<file path="src/rtl/ring_chain_pkg.sv">
package ring_chain_pkg;

   typedef enum logic [2:0] {
      S_IDLE, S_HDR, S_BUF, S_SKIP, S_NULL, S_FLIP
   } wr_state_e;

   localparam logic [3:0] K_NULL = 4'h0;
   localparam logic [3:0] K_HDR  = 4'h1;
   localparam logic [3:0] K_SRC  = 4'h2;
   localparam logic [3:0] K_DST  = 4'h3;
   localparam logic [3:0] K_NPTR = 4'h5;
   localparam logic [3:0] K_MSRC = 4'h6;
   localparam logic [3:0] K_MDST = 4'h7;

   // header word: kind, pad, toggle, end, start, pad, count, pad, flags(0), id
   function automatic logic [63:0] make_hdr(input logic tog, input logic endp,
                                            input logic startp, input logic [4:0] cnt,
                                            input logic [15:0] rid);
      return {K_HDR, 1'b0, tog, endp, startp, 15'd0, cnt, 4'd0, 16'd0, rid};
   endfunction

   function automatic logic [63:0] make_null(input logic tog);
      return {K_NULL, 1'b0, tog, 58'd0};
   endfunction

endpackage

</file>
<file path="src/rtl/rwr_slot_step.sv">
module rwr_slot_step #(
   parameter int RING_SLOTS = 48,
   parameter int SW = 6
) (
   input  logic [SW-1:0] cur,
   output logic [SW-1:0] nxt
);
   localparam bit POW2 = ((RING_SLOTS & (RING_SLOTS - 1)) == 0);

   generate
      if (POW2) begin : g_pow2
         assign nxt = cur + SW'(1);
      end else begin : g_cmp
         assign nxt = (cur == SW'(RING_SLOTS - 1)) ? '0 : cur + SW'(1);
      end
   endgenerate
endmodule

</file>
<file path="src/rtl/rwr_pick.sv">
module rwr_pick #(
   parameter int CNT_W = 6,
   parameter int LEN_W = 20
) (
   input  logic [LEN_W-1:0] tgt,
   input  logic [CNT_W-1:0] src_left,
   input  logic [CNT_W-1:0] dst_left,
   input  logic [LEN_W-1:0] src_len,
   input  logic [LEN_W-1:0] dst_len,
   output logic             use_dst,
   output logic [LEN_W-1:0] tgt_nxt
);
   // destinations while the current source is not yet covered, or once sources are gone
   assign use_dst = (dst_left != '0) && ((tgt != '0) || (src_left == '0));

   always_comb begin
      if (use_dst)
         tgt_nxt = (dst_len < tgt) ? (tgt - dst_len) : '0;
      else
         tgt_nxt = src_len;
   end
endmodule

</file>
<file path="src/rtl/rwr_buf_fmt.sv">
module rwr_buf_fmt
   import ring_chain_pkg::*;
#(
   parameter int ADDR_W = 44,
   parameter int LEN_W = 20
) (
   input  logic              is_dst,
   input  logic [ADDR_W-1:0] addr,
   input  logic [LEN_W-1:0]  len,
   output logic [63:0]       word
);
   logic [19:0] len20;
   logic        mega;
   logic [15:0] lenf;
   logic [3:0]  kind;

   generate
      if (LEN_W == 20) begin : g_full
         assign len20 = len;
      end else begin : g_ext
         assign len20 = 20'(len);
      end
   endgenerate

   assign mega = (len20[3:0] == 4'd0);
   assign lenf = mega ? len20[19:4] : len20[15:0];
   assign kind = is_dst ? (mega ? K_MDST : K_DST) : (mega ? K_MSRC : K_SRC);
   assign word = {kind, lenf, 44'(addr)};
endmodule

</file>
<file path="src/rtl/ring_chain_writer.sv">
module ring_chain_writer
   import ring_chain_pkg::*;
#(
   parameter int RING_SLOTS = 48,
   parameter int ADDR_W = 44,
   parameter int LEN_W = 20,
   parameter int CNT_W = 6,
   localparam int SW = $clog2(RING_SLOTS)
) (
   input  logic              clk,
   input  logic              rst_n,
   input  logic              start_valid,
   input  logic [15:0]       start_reqid,
   input  logic [CNT_W-1:0]  start_nsrc,
   input  logic [CNT_W-1:0]  start_ndst,
   input  logic [SW-1:0]     start_slot,
   input  logic              start_toggle,
   output logic              busy,
   input  logic              src_valid,
   input  logic [ADDR_W-1:0] src_addr,
   input  logic [LEN_W-1:0]  src_len,
   output logic              src_ready,
   input  logic              dst_valid,
   input  logic [ADDR_W-1:0] dst_addr,
   input  logic [LEN_W-1:0]  dst_len,
   output logic              dst_ready,
   output logic [SW-1:0]     rd_slot,
   input  logic [3:0]        rd_kind,
   output logic              wr_en,
   output logic [SW-1:0]     wr_slot,
   output logic [63:0]       wr_word,
   output logic              done,
   output logic [SW-1:0]     end_slot,
   output logic              err
);
   localparam int TOT_W = CNT_W + 1;
   localparam int GROUP = 31;

   initial begin
      assert (RING_SLOTS >= 4) else $fatal(1, "RING_SLOTS too small");
      assert (CNT_W >= 5) else $fatal(1, "CNT_W must be at least 5");
      assert (LEN_W <= 20 && LEN_W >= 16) else $fatal(1, "LEN_W out of range");
      assert (ADDR_W <= 44) else $fatal(1, "ADDR_W above 44");
   end

   wr_state_e        st;
   logic [SW-1:0]    cur_slot, nxt_slot, hdr0_slot;
   logic             tog, hdr_due, err_q;
   logic [15:0]      rid;
   logic [CNT_W-1:0] src_left, dst_left;
   logic [TOT_W-1:0] pos, total, rem, start_total;
   logic [4:0]       grp, hcnt;
   logic [LEN_W-1:0] tgt, tgt_nxt, sel_len;
   logic [ADDR_W-1:0] sel_addr;
   logic [63:0]      hdr0_word, hdr_word, buf_word;
   logic             use_dst, sel_valid, last_grp, first, bad_start;

   rwr_slot_step #(.RING_SLOTS(RING_SLOTS), .SW(SW)) u_step (
      .cur(cur_slot), .nxt(nxt_slot));

   rwr_pick #(.CNT_W(CNT_W), .LEN_W(LEN_W)) u_pick (
      .tgt(tgt), .src_left(src_left), .dst_left(dst_left),
      .src_len(src_len), .dst_len(dst_len),
      .use_dst(use_dst), .tgt_nxt(tgt_nxt));

   assign sel_addr  = use_dst ? dst_addr : src_addr;
   assign sel_len   = use_dst ? dst_len : src_len;
   assign sel_valid = use_dst ? dst_valid : src_valid;

   rwr_buf_fmt #(.ADDR_W(ADDR_W), .LEN_W(LEN_W)) u_fmt (
      .is_dst(use_dst), .addr(sel_addr), .len(sel_len), .word(buf_word));

   // header fields for the group starting at pos
   assign rem      = total - pos;
   assign last_grp = (rem <= TOT_W'(GROUP));
   assign hcnt     = last_grp ? rem[4:0] : 5'(GROUP);
   assign first    = (pos == '0);
   assign hdr_word = make_hdr(first ? ~tog : tog, last_grp, first, hcnt, rid);

   assign start_total = {1'b0, start_nsrc} + {1'b0, start_ndst};
   assign bad_start   = ({1'b0, start_slot} >= (SW+1)'(RING_SLOTS)) ||
                        (start_total == '0);

   assign busy      = (st != S_IDLE);
   assign src_ready = (st == S_BUF) && !use_dst;
   assign dst_ready = (st == S_BUF) && use_dst;
   assign rd_slot   = cur_slot;
   assign done      = (st == S_FLIP);
   assign end_slot  = cur_slot;
   assign err       = err_q;

   always_comb begin
      wr_en   = 1'b0;
      wr_slot = cur_slot;
      wr_word = buf_word;
      case (st)
         S_HDR:  begin wr_en = 1'b1; wr_word = hdr_word; end
         S_BUF:  wr_en = sel_valid;
         S_NULL: begin wr_en = 1'b1; wr_word = make_null(~tog); end
         S_FLIP: begin wr_en = 1'b1; wr_slot = hdr0_slot; wr_word = hdr0_word; end
         default: wr_en = 1'b0;
      endcase
   end

   always_ff @(posedge clk or negedge rst_n) begin
      if (!rst_n) begin
         st        <= S_IDLE;
         cur_slot  <= '0;
         hdr0_slot <= '0;
         hdr0_word <= '0;
         tog       <= 1'b0;
         hdr_due   <= 1'b0;
         err_q     <= 1'b0;
         rid       <= '0;
         src_left  <= '0;
         dst_left  <= '0;
         pos       <= '0;
         total     <= '0;
         grp       <= '0;
         tgt       <= '0;
      end else begin
         err_q <= 1'b0;
         case (st)
            S_IDLE: begin
               if (start_valid) begin
                  if (bad_start) begin
                     err_q <= 1'b1;
                  end else begin
                     cur_slot <= start_slot;
                     tog      <= start_toggle;
                     rid      <= start_reqid;
                     src_left <= start_nsrc;
                     dst_left <= start_ndst;
                     total    <= start_total;
                     pos      <= '0;
                     grp      <= '0;
                     tgt      <= '0;
                     hdr_due  <= 1'b1;
                     st       <= S_HDR;
                  end
               end
            end
            S_HDR: begin
               if (first) begin
                  hdr0_slot <= cur_slot;
                  hdr0_word <= make_hdr(tog, last_grp, 1'b1, hcnt, rid);
               end
               hdr_due  <= 1'b0;
               cur_slot <= nxt_slot;
               st       <= S_SKIP;
            end
            S_BUF: begin
               if (sel_valid) begin
                  if (use_dst) dst_left <= dst_left - CNT_W'(1);
                  else         src_left <= src_left - CNT_W'(1);
                  tgt <= tgt_nxt;
                  pos <= pos + TOT_W'(1);
                  if (grp == 5'(GROUP - 1)) begin
                     grp     <= '0;
                     hdr_due <= 1'b1;
                  end else begin
                     grp <= grp + 5'd1;
                  end
                  cur_slot <= nxt_slot;
                  st       <= S_SKIP;
               end
            end
            S_SKIP: begin
               if (rd_kind == K_NPTR) begin
                  tog      <= ~tog;
                  cur_slot <= nxt_slot;
               end else if (pos == total) begin
                  st <= S_NULL;
               end else if (hdr_due) begin
                  st <= S_HDR;
               end else begin
                  st <= S_BUF;
               end
            end
            S_NULL: st <= S_FLIP;
            S_FLIP: st <= S_IDLE;
            default: st <= S_IDLE;
         endcase
      end
   end
endmodule

</file>
<file path="config.mk">
export PLATFORM = sky130hd
export DESIGN_NAME = ring_chain_writer
export DESIGN_NICKNAME = d
export VERILOG_FILES = /design/src/rtl/ring_chain_pkg.sv /design/src/rtl/rwr_slot_step.sv /design/src/rtl/rwr_pick.sv /design/src/rtl/rwr_buf_fmt.sv /design/src/rtl/ring_chain_writer.sv
export SDC_FILE = /design/constraint.sdc
export NUM_CORES = 1
export LEC_CHECK = 0
export BUFFER_PORTS_ARGS = -buffer_cell sky130_fd_sc_hd__buf_2
export CAP_MARGIN = 20
export CORE_AREA = 8 8 160 162
export DETAILED_ROUTE_END_ITERATION = 8
export DIE_AREA = 0 0 168 170
export MAX_ROUTING_LAYER = met4
export PLACE_DENSITY = 0.75
export SYNTH_ARGS = -nofsm -noshare
export SYNTH_HDL_FRONTEND = slang
export SYNTH_SLANG_ARGS = --single-unit
export TNS_END_PERCENT = 20
</file>
<file path="constraint.sdc">
create_clock -name clk -period 2.85 [get_ports clk]
set_input_delay 0.1425 -clock clk [delete_from_list [all_inputs] [get_ports clk]]
set_output_delay 0.1425 -clock clk [all_outputs]
set_load 0.005 [all_outputs]
</file>
# ---- After elaboration in Yosys (flattened, before gate mapping)
# Index checks and enable logic that the tools add are counted.
# Widths: inputs -> output; s select.
dict set report word_totals {
  out_inout_bits 88
  rom_bits 0
  latch_bits 0
  ram_bits 0
  mem_count 0
  word_cells 134
  in_bits 172
  reg_bits 110
}
dict set report op_classes {
  shifts 0
  add_sub_neg 8
  reduce_logical 28
  mux 62
  div 0
  mul 0
  n_eq_ne 17
  bitwise_logic 2
  magnitude_cmp 3
}
# operator n
set ops {}
lappend ops {{$pmux 64 s3} 1}
lappend ops {{$mux 20} 6}
lappend ops {{$mux 6} 14}
lappend ops {{$mux 44} 1}
lappend ops {{$pmux 20 s2} 1}
lappend ops {{$mux 5} 5}
lappend ops {{$pmux 6 s2} 2}
lappend ops {{$pmux 6 s4} 1}
lappend ops {{$mux 3} 7}
lappend ops {{$mux 7} 3}
lappend ops {{$lt 20x20->1} 1}
lappend ops {{$reduce_and 5->1} 4}
lappend ops {{$reduce_bool 20->1} 1}
lappend ops {{$sub 20x20->20} 1}
lappend ops {{$mux 16} 1}
lappend ops {{$pmux 3 s5} 1}
lappend ops {{$logic_not 7->1} 2}
lappend ops {{$pmux 7 s2} 1}
lappend ops {{$mux 1} 12}
lappend ops {{$ne 2x2->1 const B} 6}
lappend ops {{$reduce_and 4->1} 3}
lappend ops {{$sub 6x1->6 const B} 2}
lappend ops {{$pmux 5 s2} 1}
lappend ops {{$add 6x6->7} 1}
lappend ops {{32 further kinds} 42}

# ---- Logic depth before layout (Yosys ltp)
dict set report logic_depth {
  ltp_word 8
  depth_mapped 12
  mapped_depth_nobuf 11
}

# ---- Modules after synthesis
# From an unflattened synthesis, not the netlist that was laid out.
dict set report unflattened {
  cells_unflattened 1009
  hier_area_um2 9238.9
}
# mod area_per_inst_um2 n_inst cells_per_inst seq_area_each_um2
set modules_own_cells {}
lappend modules_own_cells {ring_chain_writer 7139.3 1 726 2727.6}
lappend modules_own_cells {rwr_pick 1388.8 1 192 0.0}
lappend modules_own_cells {rwr_buf_fmt 593.1 1 74 0.0}
lappend modules_own_cells {rwr_slot_step 117.6 1 17 0.0}

# ---- Worst setup path before layout
# No wires, ideal clock.
dict set report synth_path {
  path_type {flip-flop to flip-flop}
  start {register tgt[0]}
  end {register tgt[8]}
  stages_incl_launch_ff 13
  t_arrival_ns 2.580
  setup_time_ns 0.125
  path_slack_ns 0.145
  cell_sequence {dfrtp_1 inv_1 ha_1 inv_1 fa_1 a21o_1 a311oi_1 o21a_1 o31ai_1 o21a_1 buf_2 a32o_1 mux2_2}
}
dict set report synth_via {
  elab_chain_len 6
  elab_cells_between_ends 12
}
# element line
set synth_lines {}
lappend synth_lines {{from (decl)} ring_chain_writer.sv:53} ;# logic [LEN_W-1:0] tgt, tgt_nxt, sel_len;
lappend synth_lines {{from (signal assigned)} ring_chain_writer.sv:156} ;# tgt <= tgt_nxt;
lappend synth_lines {{branches (longest 6 deep; another with $sub 20x20->20)} -}
# Parallel ways; which one is timed is not known. The select of a mux whose other input is x is not followed.
# A chain may end at the register's enable or synchronous reset.

# ---- Final worst setup path
dict set report layout_path {
  start {register src_left[1]}
  end {output wr_word[57]}
}
dict set report layout_via {
  elab_chain_len 7
}
# element line
set layout_lines {}
lappend layout_lines {{from (decl)} ring_chain_writer.sv:50} ;# logic [CNT_W-1:0] src_left, dst_left;
lappend layout_lines {{from (signal assigned)} ring_chain_writer.sv:132} ;# src_left <= start_nsrc;
lappend layout_lines {{from (signal assigned)} ring_chain_writer.sv:155} ;# else src_left <= src_left - CNT_W'(1);
lappend layout_lines {{$logic_not 6->1 *} rwr_pick.sv:14} ;# assign use_dst = (dst_left != '0) && ((tgt != '0) || (src_left == '0));
lappend layout_lines {{$logic_or 1x1->1 *} rwr_pick.sv:14}
lappend layout_lines {{$logic_and 1x1->1 *} rwr_pick.sv:14}
lappend layout_lines {{$mux 20 *} ring_chain_writer.sv:67} ;# assign sel_len = use_dst ? dst_len : src_len;
lappend layout_lines {{$logic_not 4->1} rwr_buf_fmt.sv:25} ;# assign mega = (len20[3:0] == 4'd0);
lappend layout_lines {{$mux 16 *} rwr_buf_fmt.sv:26} ;# assign lenf = mega ? len20[19:4] : len20[15:0];
lappend layout_lines {{$pmux 64 s3 *} ring_chain_writer.sv:96} ;# case (st)
lappend layout_lines {{to (decl)} ring_chain_writer.sv:31} ;# output logic [63:0] wr_word,
# Mark *: on every way between the ends. The rest lies on a longest branch, timed or not.

==> reports/summary.txt <==
status: finished, violations left
failing checks: negative setup slack
die span in x: 168 um
Core ar.: 23100 um2
worst-case clock skew: 14.1 ps
H-tree levels: 3
top cells by area, synth: dfrtp_1 (31%), a21oi_1 (6.1%), nand2_1 (5.7%), ha_1 (5.7%), mux2_2 (5.1%)
Post-synth EDFFs: 0
YS warnings: 0
Post-Synth XOR/XNOR Area: 0.0228
vias in the first global route: 9461
Leak: 5.79 nW
CP Launch Type: register
hold_ws: 7.55 ps
critical path cell sequence: inv_2 -> ha_4 -> or4b_4 -> o211ai_4 -> buf_12 -> o21ai_4 -> or2_4 -> o211ai_1 -> buf_4 -> a32oi_1 -> o21ai_1 -> buf_2
Buf/Inv on CP: 4
Design Area, Final: 12200 um2
RSZ-0062 raised after global routing: yes
CP arrival: 2890 ps
drt initial violations: 700
Post-DP HPWL: 23700 um
Post-DRT Antenna Nets: 0
Compound-Gate Fraction of Synth Area: 0.256
Worst path max stage delay: 460 ps
total negative slack: -2880 ps
worst min path class: primary input to register
Post-Syn Nets: 1279
register bit total from synthesis: 109
first-pass GRT wire length: 50000 um
Pwr Total: 14.2 mW
final WL: 33100 um
FMAX: 330 MHz
max-cap viol count: 0
actual slew at the worst max-slew pin: 848 ps
Max FO, Critical Path: 4
via count of the routed design: 9615
Num CTS Buffers: 9
NumNets Final: 1596
layout cell share with drive strength beyond 1: 0.390
register cell area after layout: 2730 um2
placer congestion estimate: 0.937
initial antenna violation count: 1
Mean Syn Cell Area: 8.31 um2
clock buffer depth: 2
Worst setup EP type: output pin
top cell type's share of synthesized area: 0.309
root buf cell: clkbuf_16
setup slack after layout: -183 ps
post-synthesis mux area share: 0.0996
full die area: 28600 um2
Routed wire per std cell: 19.7 um
Pre-antenna DRT Iters: 5
gr ovfl total: 0
fin crit share: 1.06
Multi-input gate area: 6090 um2
placed inst area: 10800 um2
vias per cell: 5.73
final hold violations: 0
max_slew headroom: 0.435
clock-pin slew on the worst setup and hold paths: 80 ps
Chip Height: 170 um
overall routing resource usage: 0.221
Skew-Pair Late Insertion Delay: 370 ps
largest family of logic cells by synthesized area: compound AO/OA/AOI/OAI gates
Filler Cells Inserted: 2073
Primary FF master, synth: dfrtp_1
distinct cell type count after synthesis: 84
family with the most delay on the worst path: simple AND/OR/NAND/NOR gates
Initial Utilization: 0.383
pin count of the biggest net entering global routing: 62
Power Density: 1160 nW/um2
Layout Area Growth over Synthesis: 38.2%
Async SR Flop Fraction: 1.00
sequential area share after synthesis: 0.309
drt drc: 0
IO Pins: 260
cells after synthesis: 1064
# rows: 56
synthesized area: 8840 um2
adder-cell area share of the yosys netlist: 0.0634
simple-gate share of the synthesized area: 0.185
Yosys top cell by area: dfrtp_1
minimum clock period: 3030 ps
final setup fails: 44
clock sink count: 109
Req. time, crit path: 2710 ps
Slowest-stage cell, CP: or4b_4
Final Max Tran Viols: 0
Buffers on Ports: 258
WS Path Type: register to output pin
CTS tree: yes
Peak supply drop: 0.000544 V
[registers in the layout, summed over array words and instances (netlist names)]
signal and flops:
hdr0_word 24, tgt 20, rid 16, pos 7, total 7, dst_left 6, end_slot 6, hdr0_slot 6
src_left 6, grp 5, st 3, err 1, hdr_due 1, tog 1
[where the power goes]
part	switching [mW]	internal, mW
logic	5.13	4.89
registers	0.637	2.21
clock network	0.650	0.705
[synthesized netlist by cell type (all sizes together), types with 13 or more instances]
master  instances
ha             40
mux2i          22
buf            34
xnor2          14
o31ai          20
nor3           14
dfrtp         109
clkbuf         35
nor2b          23
nand3          23
inv            56
mux2           54
a21o           13
nand2         135
a21oi         108
o21ai          80
nor2           69
[per-stage QoR]
step	utilization	cells	setup WS, ps
3_3_place_gp	0.467	1612	8.69
3_5_place_dp	0.467	1612	-36.6
5_1_grt	0.530	1677	-286
6_report	0.530	1677	-183
2_1_floorplan	-	1064	145
4_1_cts	0.507	1661	-110
[final cells by class]
cell class	instances	share of cell area
multi-input cells	830	0.498
flip-flops and latches	109	0.223
repair buffers	375	0.205
well taps	290	0.0297
clock buffers	9	0.0184
inverters	56	0.0176
clock inverters	7	0.00758
diodes	1	0.000205
[final timing paths]
path                       cells after the start           start  slack (ps)       endpoint
hold reg to reg                                2   hdr0_word[38]         490  hdr0_word[38]
hold / removal                                 2  start_reqid[9]           8         rid[9]
setup reg to reg                               9         tgt[19]         -50         grp[3]
min in group asynchronous                      2           rst_n         420   hdr0_slot[3]
max in group asynchronous                      3           rst_n        1690         rid[5]
setup / recovery                              12     src_left[1]        -180    wr_word[57]
[kinds of logic (layout without fill, tap and decap cells)]
| group | after synthesis | in the layout |
|---|---|---|
| AOI/OAI and AO/OA | 350 | 350 |
| and+or+nand+nor | 337 | 337 |
| buffers and inverters | 125 | 447 |
| DFF | 109 | 109 |
| muxes | 76 | 76 |
| adders and majority gates | 43 | 43 |
| xor gates and xnor gates | 23 | 23 |
| other | 1 | 2 |
[layer usage]
| metal | part of all wire | wire, um | GRT usage | vias to the layer above |
|---|---|---|---|---|
| li1 | - | - | - | 4507 |
| met5 | 0 | 0 | - | - |
| met1 | 0.41 | 13500 | 0.265 | 4670 |
| met3 | 0.056 | 1860 | 0.0301 | 66 |
| met2 | 0.51 | 16800 | 0.380 | 372 |
| met4 | 0.031 | 1040 | 0.0703 | 0 |
[timing repair]
item                                    in CTS  in global routing
hold buffers                                 5                  0
cloned                                       3                  2
hold endpoints to repair                    63                  0
gates resized for setup                     71                 71
pin swaps                                   30                 19
setup buffers                               26                 14
endpoints found under the setup margin      48                 86
[placed cells by master (no fill, tap or decap), types with 20 or more instances in the layout]
cell,n
a21oi_1,106
buf_2,254
buf_4,85
dfrtp_1,108
ha_1,36
inv_1,52
mux2_2,40
nand2_1,125
nand3_1,20
nor2_1,65
nor2b_1,21
o21ai_0,52
o21ai_1,24
Power figures use the tool's default switching activity.
